## src/rtl/zbs_pkg.sv

```systemverilog
package zbs_pkg;

   typedef enum logic [2:0] {
      K_FETCH = 3'd0,
      K_MRD   = 3'd1,
      K_MWR   = 3'd2,
      K_IORD  = 3'd3,
      K_IOWR  = 3'd4
   } kind_e;

   typedef enum logic [2:0] {
      TS_T1 = 3'd0,
      TS_T2 = 3'd1,
      TS_TW = 3'd2,
      TS_T3 = 3'd3,
      TS_T4 = 3'd4
   } tst_e;

   // active-high internal strobe set
   typedef struct packed {
      logic m1;
      logic mreq;
      logic iorq;
      logic rd;
      logic wr;
      logic rfsh;
   } strb_t;

   function automatic logic kind_is_io(input kind_e k);
      return (k == K_IORD) || (k == K_IOWR);
   endfunction

   function automatic logic kind_is_write(input kind_e k);
      return (k == K_MWR) || (k == K_IOWR);
   endfunction

endpackage

```

## src/rtl/zbs_phase.sv

```systemverilog
module zbs_phase
   import zbs_pkg::*;
(
   input  logic  clk,
   input  logic  rst_n,
   input  logic  start_i,
   input  kind_e kind_i,
   input  logic  stall_i,
   output logic  act_o,
   output kind_e kind_o,
   output tst_e  tst_o,
   output logic  half_o,
   output logic  last_o,
   output logic  capture_o,
   output logic  refr_step_o
);

   logic  act_q;
   logic  half_q;
   logic  ext_q;
   tst_e  tst_q;
   kind_e kind_q;
   logic  io_w;
   logic  samp_w;

   assign io_w   = kind_is_io(kind_q);
   assign last_o = act_q && half_q &&
                   ((tst_q == TS_T4) || ((tst_q == TS_T3) && (kind_q != K_FETCH)));
   // stall sampling point: first half of T2 (not I/O) or of any wait state
   assign samp_w = ((tst_q == TS_T2) && !io_w) || (tst_q == TS_TW);

   always_ff @(posedge clk or negedge rst_n) begin
      if (!rst_n) begin
         act_q  <= 1'b0;
         half_q <= 1'b0;
         ext_q  <= 1'b0;
         tst_q  <= TS_T1;
         kind_q <= K_FETCH;
      end else if (!act_q || last_o) begin
         half_q <= 1'b0;
         tst_q  <= TS_T1;
         ext_q  <= 1'b0;
         act_q  <= start_i;
         if (start_i) kind_q <= kind_i;
      end else if (!half_q) begin
         half_q <= 1'b1;
         if (samp_w) ext_q <= stall_i;
      end else begin
         half_q <= 1'b0;
         unique case (tst_q)
            TS_T1:   tst_q <= TS_T2;
            TS_T2:   tst_q <= (io_w || ext_q) ? TS_TW : TS_T3;
            TS_TW:   tst_q <= ext_q ? TS_TW : TS_T3;
            TS_T3:   tst_q <= TS_T4;
            default: tst_q <= TS_T1;
         endcase
      end
   end

   assign act_o       = act_q;
   assign kind_o      = kind_q;
   assign tst_o       = tst_q;
   assign half_o      = half_q;
   assign capture_o   = act_q && !half_q && (tst_q == TS_T3) && !kind_is_write(kind_q);
   assign refr_step_o = act_q && half_q && (tst_q == TS_T4);

   assert_wait_hold_R8: assert property (@(posedge clk) disable iff (!rst_n)
      (act_q && half_q && (tst_q == TS_TW) && ext_q) |=> (tst_q == TS_TW));

   assert_io_forced_wait_R6: assert property (@(posedge clk) disable iff (!rst_n)
      (act_q && io_w && half_q && (tst_q == TS_T2)) |=> (tst_q == TS_TW));

endmodule

```

## src/rtl/zbs_strobe.sv

```systemverilog
module zbs_strobe
   import zbs_pkg::*;
(
   input  logic  act_i,
   input  kind_e kind_i,
   input  tst_e  tst_i,
   input  logic  half_i,
   output strb_t strb_o
);

   logic mid_w, t1b_w, t3a_w, t3b_w, t4a_w, t2b_w;

   assign mid_w = (tst_i == TS_T2) || (tst_i == TS_TW);
   assign t1b_w = (tst_i == TS_T1) && half_i;
   assign t2b_w = (tst_i == TS_T2) && half_i;
   assign t3a_w = (tst_i == TS_T3) && !half_i;
   assign t3b_w = (tst_i == TS_T3) && half_i;
   assign t4a_w = (tst_i == TS_T4) && !half_i;

   always_comb begin
      strb_o = '0;
      if (act_i) begin
         unique case (kind_i)
            K_FETCH: begin
               strb_o.m1   = (tst_i == TS_T1) || mid_w || t3a_w;
               strb_o.rd   = strb_o.m1;
               strb_o.mreq = strb_o.m1 || t4a_w;
               strb_o.rfsh = t3b_w || (tst_i == TS_T4);
            end
            K_MRD: begin
               strb_o.mreq = t1b_w || mid_w || t3a_w;
               strb_o.rd   = strb_o.mreq;
            end
            K_MWR: begin
               strb_o.mreq = t1b_w || mid_w || t3a_w;
               strb_o.wr   = t2b_w || (tst_i == TS_TW) || t3a_w;
            end
            K_IORD: begin
               strb_o.iorq = mid_w || t3a_w;
               strb_o.rd   = strb_o.iorq;
            end
            K_IOWR: begin
               strb_o.iorq = mid_w || t3a_w;
               strb_o.wr   = strb_o.iorq;
            end
            default: strb_o = '0;
         endcase
      end
   end

endmodule

```

## src/rtl/zbs_refresh.sv

```systemverilog
module zbs_refresh #(
   parameter int RFW = 7
) (
   input  logic           clk,
   input  logic           rst_n,
   input  logic           step_i,
   output logic [RFW-1:0] cnt_o
);

   logic [RFW-1:0] cnt_q;

   always_ff @(posedge clk or negedge rst_n) begin
      if (!rst_n)      cnt_q <= '0;
      else if (step_i) cnt_q <= cnt_q + 1'b1;
   end

   assign cnt_o = cnt_q;

   assert_refresh_step_R3: assert property (@(posedge clk) disable iff (!rst_n)
      (cnt_q != $past(cnt_q)) |-> $past(step_i));

endmodule

```

## src/rtl/zbs_bus_seq.sv

```systemverilog
module zbs_bus_seq
   import zbs_pkg::*;
#(
   parameter int AW  = 16,
   parameter int DW  = 8,
   parameter int RFW = 7
) (
   input  logic              clk,
   input  logic              rst_n,
   input  logic              req_valid_i,
   input  logic [2:0]        req_kind_i,
   input  logic [AW-1:0]     req_addr_i,
   input  logic [DW-1:0]     req_wdata_i,
   output logic              req_ready_o,
   input  logic [AW-RFW-1:0] refresh_hi_i,
   input  logic              wait_n_i,
   input  logic              mem_busy_i,
   input  logic [DW-1:0]     din_i,
   output logic [AW-1:0]     addr_o,
   output logic [DW-1:0]     dout_o,
   output logic              mem_sel_n_o,
   output logic              io_sel_n_o,
   output logic              rd_n_o,
   output logic              wr_n_o,
   output logic              fetch_n_o,
   output logic              refresh_n_o,
   output logic              done_o,
   output logic [DW-1:0]     rdata_o,
   output logic              rdata_valid_o
);

   localparam int HIW = AW - RFW;

   generate
      if (RFW < 1 || RFW >= AW) begin : g_bad_rfw
         $error("zbs_bus_seq: RFW must lie in 1..AW-1");
      end
      if (DW < 1) begin : g_bad_dw
         $error("zbs_bus_seq: DW must be positive");
      end
   endgenerate

   logic           act_w, half_w, last_w, cap_w, step_w, start_w, stall_w;
   kind_e          kind_w;
   tst_e           tst_w;
   strb_t          strb_w;
   logic [RFW-1:0] rcnt_w;
   logic [AW-1:0]  addr_q;
   logic [DW-1:0]  dout_q, rdata_q;
   logic           rvalid_q;
   kind_e          req_kind_w;

   assign req_kind_w  = kind_e'(req_kind_i);
   assign stall_w     = !wait_n_i || mem_busy_i;
   assign req_ready_o = !act_w || last_w;
   assign start_w     = req_valid_i && req_ready_o;

   zbs_phase u_phase (
      .clk         (clk),
      .rst_n       (rst_n),
      .start_i     (start_w),
      .kind_i      (req_kind_w),
      .stall_i     (stall_w),
      .act_o       (act_w),
      .kind_o      (kind_w),
      .tst_o       (tst_w),
      .half_o      (half_w),
      .last_o      (last_w),
      .capture_o   (cap_w),
      .refr_step_o (step_w)
   );

   zbs_strobe u_strobe (
      .act_i  (act_w),
      .kind_i (kind_w),
      .tst_i  (tst_w),
      .half_i (half_w),
      .strb_o (strb_w)
   );

   zbs_refresh #(.RFW(RFW)) u_refresh (
      .clk    (clk),
      .rst_n  (rst_n),
      .step_i (step_w),
      .cnt_o  (rcnt_w)
   );

   always_ff @(posedge clk or negedge rst_n) begin
      if (!rst_n) begin
         addr_q   <= '0;
         dout_q   <= '0;
         rdata_q  <= '0;
         rvalid_q <= 1'b0;
      end else begin
         if (start_w) begin
            addr_q <= req_addr_i;
            if (kind_is_write(req_kind_w)) dout_q <= req_wdata_i;
         end
         rvalid_q <= cap_w;
         if (cap_w) rdata_q <= din_i;
      end
   end

   logic [AW-1:0] raddr_w;
   assign raddr_w = {refresh_hi_i[HIW-1:0], rcnt_w};

   assign addr_o        = strb_w.rfsh ? raddr_w : addr_q;
   assign dout_o        = dout_q;
   assign mem_sel_n_o   = !strb_w.mreq;
   assign io_sel_n_o    = !strb_w.iorq;
   assign rd_n_o        = !strb_w.rd;
   assign wr_n_o        = !strb_w.wr;
   assign fetch_n_o     = !strb_w.m1;
   assign refresh_n_o   = !strb_w.rfsh;
   assign done_o        = last_w;
   assign rdata_o       = rdata_q;
   assign rdata_valid_o = rvalid_q;

   assert_rd_wr_excl_R5: assert property (@(posedge clk) disable iff (!rst_n)
      !(!rd_n_o && !wr_n_o));

   assert_space_excl_R6: assert property (@(posedge clk) disable iff (!rst_n)
      !(!mem_sel_n_o && !io_sel_n_o));

   assert_refresh_no_read_R3: assert property (@(posedge clk) disable iff (!rst_n)
      !refresh_n_o |-> (rd_n_o && fetch_n_o));

   assert_rvalid_after_read_R4: assert property (@(posedge clk) disable iff (!rst_n)
      rdata_valid_o |-> !$past(rd_n_o));

   assert_dout_steady_R7: assert property (@(posedge clk) disable iff (!rst_n)
      !wr_n_o |-> $stable(dout_o));

endmodule

```

## config.mk

```make
export PLATFORM = sky130hd
export DESIGN_NAME = zbs_bus_seq
export DESIGN_NICKNAME = d
export VERILOG_FILES = /design/src/rtl/zbs_pkg.sv /design/src/rtl/zbs_phase.sv /design/src/rtl/zbs_strobe.sv /design/src/rtl/zbs_refresh.sv /design/src/rtl/zbs_bus_seq.sv
export SDC_FILE = /design/constraint.sdc
export NUM_CORES = 1
export LEC_CHECK = 0
export BUFFER_PORTS_ARGS = -buffer_cell sky130_fd_sc_hd__buf_4
export CAP_MARGIN = 20
export CORE_ASPECT_RATIO = 2
export CORE_MARGIN = 2
export CORE_UTILIZATION = 49
export DETAILED_ROUTE_END_ITERATION = 10
export GPL_TIMING_DRIVEN = 0
export PLACE_DENSITY = 0.92
export SYNTH_ARGS = -nofsm -noshare
export SYNTH_HDL_FRONTEND = slang
export SYNTH_SLANG_ARGS = --single-unit
export TNS_END_PERCENT = 10
```

## constraint.sdc

```tcl
create_clock -name clk -period 2 [get_ports clk]
set_input_delay 0.1 -clock clk [delete_from_list [all_inputs] [get_ports clk]]
set_output_delay 0.1 -clock clk [all_outputs]
set_load 0.02 [all_outputs]
```

==> results by group, run 1 <==
Outcome
  • Run status: finished with violations
  • Failing checks: setup timing

Route
  • Vias: between 1500 and 2000
  • WL final: 5640 um
  • DR WL/cell: 16.3 um
  • Antenna viol nets, final: 0
  • DR iter-0 viols: 20
  • Via density: 5.31
  • # DRC: 0
  • First drt pass iteration count: 4

Pwr
  • Power share of the clock group: around a tenth
  • Int Pwr: 3.47 mW
  • Reg power frac: 30.4%
  • Switching share of total power: 39.3%
  • Peak supply drop: 1.17 mV
  • Comb power frac: around three fifths
  • Leakage: ~1.7 nW
  • P_sw: between 2 and 2.5 mW
  • PD cells: 1670 mW/mm^2

CTS
  • Htree depth: 2
  • CTS clk-pin slew, worst paths: roughly 0.090 ns
  • Total CTS buffers: 5
  • Clk buf depth: 2
  • CTS sink cnt: between 40 and 50
  • Clk Latency, worst-skew pair: a little over 0.3 ns
  • TritonCTS clock tree: done
  • Clk root buf: clkbuf_8

Floorplanning
  • Total core area: slightly below 0.005 sq mm
  • Die area: between 0.005 and 0.006 sq mm
  • DIE WIDTH: roughly 54 um
  • Initial Util: about 50%
  • Row cnt: 36
  • IO Count: 90
  • Die Y: 103 um

Global route
  • First-pass GRT wire length: between 8000 and 9000 um
  • Vias in the first global route: roughly 1900
  • Met3 Use GR: under 10%
  • M1 GR Usage: 23.0%
  • Grt peak-use layer: met2
  • Initial antenna violation count: 0
  • Global-route usage over all layers: about 21%
  • Met2 Track Usage GR: ~40%
  • Largest net degree at the start of global routing: 50
  • GR Overflow Total: 0

STA
  • Setup-violating endpoint count in the final report: 25
  • Max Clock Skew: between 0.015 and 0.02 ns
  • RSZ-0062 raised after global routing: yes
  • Final worst slack: -0.0701 ns
  • Final Cycle Share: 104%
  • Max Freq: 483 MHz
  • Final worst path period need: approximately 2.1 ns
  • Final Max Slew Viols: 0
  • Slew at the pin with the worst max-slew slack: a little over 0.6 ns
  • Hold Fails Final Rpt: 0
  • Relative slew slack: a little under 60%

Synthesis
  • Synth Instances: about 190
  • Net Count, Synth: approximately 240
  • Cell area after synthesis: roughly 0.0024 sq mm
  • Cell variety after synth: 43
  • Ys Warns: 0
  • Seq/Total Area, Yosys: between 50% and 60%
  • Mapped Avg Cell Area: 13.0 sq um
  • Flop and latch count out of synthesis: 49

Min path
  • Worst Hold Class: in2reg

Critical path
  • Worst setup path class: reg2out
  • Crit start category: flip-flop
  • WP data required: around 1.9 ns
  • Crit Path Max Fanout: 7
  • Critical Path AT: between 1.5 and 2 ns
  • Endpoint class of the critical path: primary output

Finish
  • Non-filler instance count after layout: around 350
  • Layout net count: between 300 and 400
  • Diode count: 0
  • Fill count: ~330
  • Synth-to-Final Area Change: 41.5%
  • Share of layout cells above drive strength 1: 59.9%

Place
  • Place WS: roughly 0.075 ns
  • Post-Place Cells: 332
  • IO buf count: 89
  • DP Wirelength: about 4200 um
  • Placer Congestion: between 0.7 and 0.8

Run
  • Max Cap Viol: 0
-- power groups by stage --
stage	combinational [mW]	clock [mW]	sequential, mW
6_report	3.42	0.566	1.74
5_1_grt	3.64	0.623	1.79
4_1_cts	3.39	0.569	1.70
3_5_place_dp	3.14	0	1.71
3_3_place_gp	3.06	0	1.68
2_1_floorplan	1.89	0	1.85
-- worst paths after layout --
check | from | endpoint | slack [ns] | cells after the start
max in group asynchronous | rst_n | u_phase.tst_o[0] | 1.19 | 2
max reg2reg | u_phase.kind_o[2] | addr_q[6] | -0.06 | 7
min in group asynchronous | rst_n | rdata_o[7] | 0.34 | 2
min | req_addr_i[14] | addr_q[14] | 0.01 | 2
max | u_phase.kind_o[2] | addr_o[8] | -0.07 | 8
min reg2reg | u_refresh.cnt_o[6] | u_refresh.cnt_o[6] | 0.48 | 1
-- sequential cells by signal, indices dropped and copies added, names as in the netlist --
name	cells
u_phase.kind_o	3
u_phase.half_o	1
rdata_valid_o	1
addr_q	16
u_phase.act_o	1
u_refresh.cnt_o	7
dout_o	8
u_phase.ext_q	1
rdata_o	8
u_phase.tst_o	3
-- placed cells by master, fill, tap and decap left out, types with 3 or more instances in the layout --
master and count:
a21oi_1 4, buf_2 3, buf_4 79, buf_6 19, clkbuf_8 5, dfrtp_1 47
inv_1 3, mux2_2 40, mux2_4 12, nand2_1 7, nand4_1 6, nor2_1 6
nor2b_1 3, o21ai_0 6, xnor2_1 7
-- area by class of cell --
class	instances	area (sq um)	area share [%]
multi-input combinational	123	1140	33.2
timing repair buffer	96	813	23.7
clock inverter	2	10.0	0.292
tap	57	71.3	2.08
buffer	10	82.6	2.41
sequential	49	1230	35.9
inverter	3	11.3	0.329
clock buffer	6	72.6	2.12
-- metal layers --
layer	part of all wire, %	wire [um]	up-vias
met5	0	0	-
met4	1.3	76	0
met3	3.4	192	7
met2	61	3430	48
met1	35	1950	915
li1	-	-	868
-- worst max-delay path, stage by stage (launching register included) --
cell,delay (ns)
dfrtp_1,0.39
buf_6,0.13
and2b_2,0.21
nand2_1,0.05
a21o_1,0.17
buf_6,0.14
buf_8,0.13
mux2_4,0.30
buf_6,0.13
-- cells by family (layout without fill, tap and decap cells) --
group           after synthesis  count (layout)  share of synthesized area, %
flops                        49              49                          50.6
fa+ha+maj                     1               1                         0.516
mux                          53              53                          26.1
xor+xnor                      8               8                          2.89
buf+inv                      14             117                          3.41
compound gates               19              19                          5.73
simple gates                 42              42                          10.7
-- timing repair --
| action | CTS | global route |
|---|---|---|
| resized for setup | 27 | 3 |
| setup buffers | 3 | 2 |
| pin swaps | 0 | 0 |
| endpoints found under the setup margin | 16 | 26 |
| hold buffers | 1 | 0 |
| gates cloned | 0 | 1 |
| hold endpoints to repair | 49 | 0 |
-- cell usage after synthesis --
cell type / n / area (sq um)
o22ai_1: 1 / 6.26
dfrtp_1: 49 / 1230
nand2_4: 1 / 11.3
nand4bb_1: 1 / 11.3
and2b_1: 1 / 7.51
buf_4: 2 / 15.0
clkbuf_2: 1 / 5.00
a21o_1: 1 / 7.51
nand4b_4: 1 / 23.8
o311ai_0: 1 / 8.76
nand4_1: 6 / 37.5
mux2i_1: 1 / 10.0
mux2_4: 10 / 150
nand3b_1: 1 / 7.51
xor2_1: 1 / 8.76
xnor2_1: 7 / 61.3
nor2b_1: 3 / 18.8
and2_1: 2 / 12.5
mux2_2: 42 / 473
o21ai_0: 6 / 30.0
nand2b_1: 1 / 6.26
buf_6: 2 / 22.5
nand2_1: 7 / 26.3
nand3_2: 1 / 10.0
clkbuf_1: 1 / 3.75
o2111a_1: 1 / 11.3
a21oi_1: 4 / 20.0
nand3_1: 2 / 10.0
o211ai_4: 1 / 21.3
buf_2: 5 / 25.0
nor2_1: 8 / 30.0
and3_1: 1 / 6.26
nor4_1: 1 / 6.26
or2_2: 1 / 6.26
ha_1: 1 / 12.5
or2b_1: 1 / 7.51
nor4bb_1: 1 / 10.0
a31oi_1: 1 / 6.26
a311oi_1: 1 / 8.76
o311a_1: 1 / 10.0
inv_1: 3 / 11.3
a2bb2oi_1: 1 / 8.76
nor3_1: 2 / 10.0
-- stage by stage --
stage	area (sq um)	total power, mW	util [%]	TNS [ns]	hold slack [ns]
global route	3430	6.06	71.1	-2.86	0.00345
floorplan	2420	3.74	-	0	-0.196
CTS	3380	5.66	70.2	-0.758	0.00877
global placement	3160	4.74	65.6	0	0.145
detailed placement	3160	4.86	65.6	0	0.151
finish	3430	5.72	71.1	-1.09	0.0149
Note: power is estimated with default switching activity, not from simulation.
==> run 2: changes to the inputs <==
--- a/config.mk
+++ b/config.mk
@@ -7,12 +7,14 @@
 export LEC_CHECK = 0
 export BUFFER_PORTS_ARGS = -buffer_cell sky130_fd_sc_hd__buf_4
 export CAP_MARGIN = 20
+export CELL_PAD_IN_SITES_DETAIL_PLACEMENT = 1
+export CELL_PAD_IN_SITES_GLOBAL_PLACEMENT = 2
 export CORE_ASPECT_RATIO = 2
 export CORE_MARGIN = 2
-export CORE_UTILIZATION = 49
+export CORE_UTILIZATION = 31
 export DETAILED_ROUTE_END_ITERATION = 10
 export GPL_TIMING_DRIVEN = 0
-export PLACE_DENSITY = 0.92
+export PLACE_DENSITY = 0.91
 export SYNTH_ARGS = -nofsm -noshare
 export SYNTH_HDL_FRONTEND = slang
 export SYNTH_SLANG_ARGS = --single-unit
==> results by group, run 2 (synthesis results as in run 1) <==
STA
  • Setup-violating endpoint count in the final report: 0 (was 25)
  • Final worst slack: 0.0443 ns (was -0.0701 ns)
  • Slew at the pin with the worst max-slew slack: 0.624 ns (was 0.610 ns)
  • TNS Setup: 0 ns (was -1.09 ns)
  • Final Max Slew Viols: 0 (unchanged)
  • Hold Fails Final Rpt: 0 (unchanged)
  • Final Cycle Share: 97.8% (was 104%)
  • Max Freq: 511 MHz (was 483 MHz)
  • Final hold slack: 0.0370 ns (was 0.0149 ns)
  • Final worst path period need: 1.96 ns (was 2.07 ns)
  • Max Clock Skew: 0.00848 ns (was 0.0158 ns)
  • Relative slew slack: 58.4% (was 59.4%)
  • RSZ-0062 raised after global routing: yes (unchanged)

CTS
  • TritonCTS clock tree: done (unchanged)
  • Clk Latency, worst-skew pair: 0.29 ns (was 0.31 ns)
  • CTS clk-pin slew, worst paths: 0.07 ns (was 0.09 ns)
  • CTS sink cnt: 49 (unchanged)
  • Htree depth: 2 (unchanged)
  • Clk root buf: clkbuf_16 (was clkbuf_8)
  • Total CTS buffers: 5 (unchanged)
  • Clk buf depth: 2 (unchanged)

Finish
  • FF+latch area: 0.00123 sq mm (unchanged)
  • Post-route cell area: 0.00364 sq mm (was 0.00343 sq mm)
  • Non-filler instance count after layout: 395 (was 346)
  • Diode count: 0 (unchanged)
  • Largest register FFs: 16 (unchanged)
  • Synth-to-Final Area Change: 50.3% (was 41.5%)
  • Highest-count cells in the layout ignoring fill and taps: buf_4 (93), dfrtp_1 (47), mux2_2 (40) (was buf_4 (79), dfrtp_1 (47), mux2_2 (40))
  • Commonest non-fill, non-tap cell in the layout: buf_4 (unchanged)
  • Final Util: 47.9% (was 71.1%)
  • Layout net count: 350 (was 338)
  • Area of the multi-input gates: 0.00114 sq mm (about the same)
  • Fill count: 820 (was 328)
  • Share of layout cells above drive strength 1: 62.1% (was 59.9%)
  • Largest register by flop count: addr_q (unchanged)

Global route
  • Global-route usage over all layers: 15.8% (was 21.4%)
  • Largest net degree at the start of global routing: 50 (unchanged)
  • GR Overflow Total: 0 (unchanged)
  • Met3 Use GR: 3.04% (was 4.45%)
  • Initial antenna violation count: 0 (unchanged)
  • Vias in the first global route: 2049 (was 1883)
  • M1 GR Usage: 16.5% (was 23.0%)
  • Met2 Track Usage GR: 29.7% (was 40.1%)
  • First-pass GRT wire length: 10200 um (was 8610 um)
  • Grt peak-use layer: met2 (unchanged)

Critical path
  • Endpoint class of the critical path: primary output (unchanged)
  • Crit start category: flip-flop (unchanged)
  • WP data required: 1.90 ns (about the same)
  • Critical Path AT: 1.86 ns (was 1.97 ns)
  • Crit Path Max Fanout: 9 (was 7)
  • Worst setup path class: reg2out (unchanged)

Pwr
  • Total Power: 6.21 mW (was 5.72 mW)
  • PD cells: 1710 mW/mm^2 (was 1670 mW/mm^2)
  • Peak supply drop: 0.785 mV (was 1.17 mV)
  • Leakage: 1.77 nW (was 1.68 nW)

Min path
  • Worst Hold Class: in2reg (unchanged)

Route
  • WL final: 6620 um (was 5640 um)
  • Via density: 4.92 (was 5.31)
  • Vias: 1945 (was 1838)
  • DR WL/cell: 16.8 um (was 16.3 um)
  • # DRC: 0 (unchanged)
  • DR iter-0 viols: 50 (was 20)
  • Antenna viol nets, final: 0 (unchanged)
  • First drt pass iteration count: 4 (unchanged)

Floorplanning
  • Initial Util: 31.9% (was 50.3%)
  • Total core area: 0.00760 sq mm (was 0.00482 sq mm)
  • Die area: 0.00858 sq mm (was 0.00556 sq mm)
  • Row cnt: 45 (was 36)
  • DIE WIDTH: 66.5 um (was 53.7 um)
  • Die Y: 129 um (was 103 um)
  • IO Count: 90 (unchanged)

Place
  • Placed Instance Area: 0.00321 sq mm (was 0.00316 sq mm)
  • Post-Place Cells: 369 (was 332)
  • Place WS: 0.0196 ns (was 0.0746 ns)
  • DP Wirelength: 4820 um (was 4220 um)
  • IO buf count: 89 (unchanged)
  • Placer Congestion: 0.808 (was 0.775)

Outcome
  • Run status: finished, final reports clean (was finished with violations)

Run
  • Max Cap Viol: 0 (unchanged)
==> run 2: changes by cell type in the layout (fill, tap and decap cells not counted), sizes merged <==
| cell | previous run | this run |
|---|---|---|
| dlymetal6s2s | 0 | 1 |
| clkinvlp | 0 | 1 |
| buf | 103 | 115 |
| clkbuf | 8 | 6 |
==> run 2: critical path, stage by stage (launching register included) <==
cell      delay (ns)
dfrtp_1         0.37
buf_6           0.14
nand4b_4        0.17
a21o_1          0.19
buf_6           0.15
buf_16          0.13
mux2_4          0.30
buf_6           0.13
==> run 2: per-layer routing <==
layer	part of all wire, %	wire (um)
met5	0	0
met4	2.4	158
met3	3.6	237
met2	61	4020
met1	33	2210
==> run 2: final timing paths <==
kind                       cells after the start               start  slack, ns            endpoint
max                                            7    u_phase.tst_o[2]       0.04          addr_o[10]
min reg2reg                                    1  u_refresh.cnt_o[5]       0.50  u_refresh.cnt_o[5]
min in group asynchronous                      2               rst_n       0.37          rdata_o[1]
min                                            2      req_addr_i[13]       0.04          addr_q[13]
max in group asynchronous                      2               rst_n       1.18       u_phase.act_o
max reg2reg                                    7   u_phase.kind_o[1]       0.14          addr_q[10]
==> run 2: power by group <==
group | internal [mW] | total, mW | switching, mW
logic | 1.94 | 3.65 | 1.71
registers | 1.45 | 1.74 | 0.295
clock network | 0.459 | 0.826 | 0.367
total | 3.84 | 6.21 | 2.37
==> run 2: timing repair <==
action | 4_1_cts | 5_1_grt
endpoints found under the setup margin | 16 | 33
hold buffers | 1 | 0
gates cloned | 1 | 0
hold endpoints to repair | 49 | 0
setup buffers | 7 | 11
pin swaps | 3 | 4
resized for setup | 27 | 10
==> run 2: layout make-up <==
type,instances,area share [%]
multi-input combinational,123,31.5
inverter,3,0.309
clock buffer,5,3.44
clock inverter,3,0.481
tap,94,3.23
timing repair buffer,109,24.8
sequential,49,33.8
buffer,9,2.51
==> run 3: changes to the inputs <==
--- a/config.mk
+++ b/config.mk
@@ -15,6 +15,7 @@
 export DETAILED_ROUTE_END_ITERATION = 10
 export GPL_TIMING_DRIVEN = 0
 export PLACE_DENSITY = 0.91
+export RECOVER_POWER = 50
 export SYNTH_ARGS = -nofsm -noshare
 export SYNTH_HDL_FRONTEND = slang
 export SYNTH_SLANG_ARGS = --single-unit
==> results by group, run 3 (synthesis results as in run 1) <==
CTS
  • Htree depth: 2 (unchanged)
  • TritonCTS clock tree: done (unchanged)
  • CTS clk-pin slew, worst paths: 0.07 ns (about the same)
  • Clk Latency, worst-skew pair: 0.29 ns (about the same)
  • Clk root buf: clkbuf_16 (unchanged)
  • Clk buf depth: 2 (unchanged)
  • CTS sink cnt: 49 (unchanged)
  • Total CTS buffers: 5 (unchanged)

STA
  • Final worst path period need: 1.96 ns (about the same)
  • Relative slew slack: 19.3% (was 58.4%)
  • Setup-violating endpoint count in the final report: 0 (unchanged)
  • Final Cycle Share: 97.9% (was 97.8%)
  • Hold Fails Final Rpt: 0 (unchanged)
  • Final worst slack: 0.0428 ns (was 0.0443 ns)
  • Max Clock Skew: 0.00855 ns (was 0.00848 ns)
  • Final Max Slew Viols: 0 (unchanged)
  • Slew at the pin with the worst max-slew slack: 1.21 ns (was 0.624 ns)
  • Max Freq: 511 MHz (about the same)
  • RSZ-0062 raised after global routing: yes (unchanged)

Outcome
  • Run status: finished, final reports clean (unchanged)

Finish
  • Commonest non-fill, non-tap cell in the layout: buf_4 (unchanged)
  • Largest register FFs: 16 (unchanged)
  • Diode count: 0 (unchanged)
  • Layout net count: 350 (unchanged)
  • Synth-to-Final Area Change: 47.4% (was 50.3%)
  • Largest register by flop count: addr_q (unchanged)
  • Share of layout cells above drive strength 1: 56.1% (was 62.1%)
  • Highest-count cells in the layout ignoring fill and taps: buf_4 (74), dfrtp_1 (47), mux2_2 (40) (was buf_4 (93), dfrtp_1 (47), mux2_2 (40))
  • Post-route cell area: 0.00357 sq mm (was 0.00364 sq mm)

Route
  • # DRC: 0 (unchanged)
  • DR WL/cell: 16.7 um (was 16.8 um)
  • Vias: 1936 (was 1945)
  • First drt pass iteration count: 4 (unchanged)
  • Antenna viol nets, final: 0 (unchanged)
  • DR iter-0 viols: 44 (was 50)
  • WL final: 6610 um (was 6620 um)
  • Via density: 4.90 (was 4.92)

Floorplanning
  • Row cnt: 45 (unchanged)
  • DIE WIDTH: 66.5 um (unchanged)
  • Die Y: 129 um (unchanged)
  • Die area: 0.00858 sq mm (unchanged)
  • Total core area: 0.00760 sq mm (unchanged)
  • IO Count: 90 (unchanged)
  • Initial Util: 31.9% (unchanged)

Critical path
  • Endpoint class of the critical path: primary output (unchanged)
  • Crit start category: flip-flop (unchanged)
  • WP data required: 1.90 ns (about the same)
  • Worst setup path class: reg2out (unchanged)
  • Critical Path AT: 1.86 ns (about the same)
  • Crit Path Max Fanout: 9 (unchanged)

Place
  • IO buf count: 89 (unchanged)
  • DP Wirelength: 4820 um (unchanged)
  • Place WS: 0.0196 ns (unchanged)
  • Placed Instance Area: 0.00321 sq mm (unchanged)
  • Placer Congestion: 0.808 (unchanged)

Run
  • Max Cap Viol: 0 (unchanged)

Global route
  • Met3 Use GR: 3.04% (unchanged)
  • Grt peak-use layer: met2 (unchanged)
  • Met2 Track Usage GR: 29.7% (unchanged)
  • GR Overflow Total: 0 (unchanged)
  • Initial antenna violation count: 0 (unchanged)
  • Global-route usage over all layers: 15.8% (unchanged)
  • First-pass GRT wire length: 10200 um (unchanged)
  • Vias in the first global route: 2049 (unchanged)
  • Largest net degree at the start of global routing: 50 (unchanged)
  • M1 GR Usage: 16.5% (unchanged)

Pwr
  • Total Power: 6.06 mW (was 6.21 mW)
  • PD cells: 1700 mW/mm^2 (was 1710 mW/mm^2)
  • Leakage: 1.70 nW (was 1.77 nW)
  • Peak supply drop: 0.784 mV (was 0.785 mV)

Min path
  • Worst Hold Class: in2reg (unchanged)
-- run 3: final cells by class --
cell class,instances,area (sq um)
Fill cell,828,4030
Multi-Input combinational cell,123,1140
Sequential cell,49,1230
Buffer,9,91.3
Inverter,3,11.3
Tap cell,94,118
Timing Repair Buffer,109,833
Clock inverter,3,17.5
Clock buffer,5,125
-- run 3: layer usage --
layer	vias to the layer above	wire, um
met3	8	237
met1	984	2200
met2	53	4010
met4	0	158
li1	891	-
met5	-	0
-- run 3: final timing paths --
check | startpoint | end | slack (ns) | depth (start not counted)
min in group asynchronous | rst_n | rdata_o[1] | 0.60 | 2
hold reg to reg | u_refresh.cnt_o[5] | u_refresh.cnt_o[5] | 0.50 | 1
hold / removal | req_addr_i[13] | addr_q[13] | 0.04 | 2
setup reg to reg | u_phase.kind_o[1] | addr_q[10] | 0.14 | 7
setup / recovery | u_phase.tst_o[2] | addr_o[10] | 0.04 | 7
max in group asynchronous | rst_n | u_phase.act_o | 0.59 | 2
-- run 3: power by group --
part,internal (mW),switching (mW),total [mW]
combinational,1.79,1.71,3.50
sequential,1.45,0.290,1.74
clock,0.459,0.367,0.826
total,3.70,2.36,6.06
-- run 3: timing repair --
item | CTS | global route
endpoints found under the setup margin | 16 | 33
resized for setup | 27 | 10
hold endpoints to repair | 49 | 0
hold buffers | 1 | 0
setup buffers | 7 | 11
pin swaps | 3 | 4
cloned | 1 | 0
-- run 3: metrics by stage --
step	std cells	util, %	hold WS [ns]	TNS, ns
after detailed placement	369	42.2	0.165	0
after global routing	395	47.0	0.0300	-0.0665
after floorplan	186	-	-0.196	0
after global placement	369	42.2	0.163	0
final	395	47.0	0.0369	0
after CTS	385	46.5	0.0327	-0.0161
-- run 3: critical path, cell delays in order (launching register included) --
cell and delay, ns:
dfrtp_1 0.37, buf_6 0.14, nand4b_4 0.17, a21o_1 0.19, buf_6 0.15, buf_16 0.13, mux2_4 0.30, buf_6 0.13
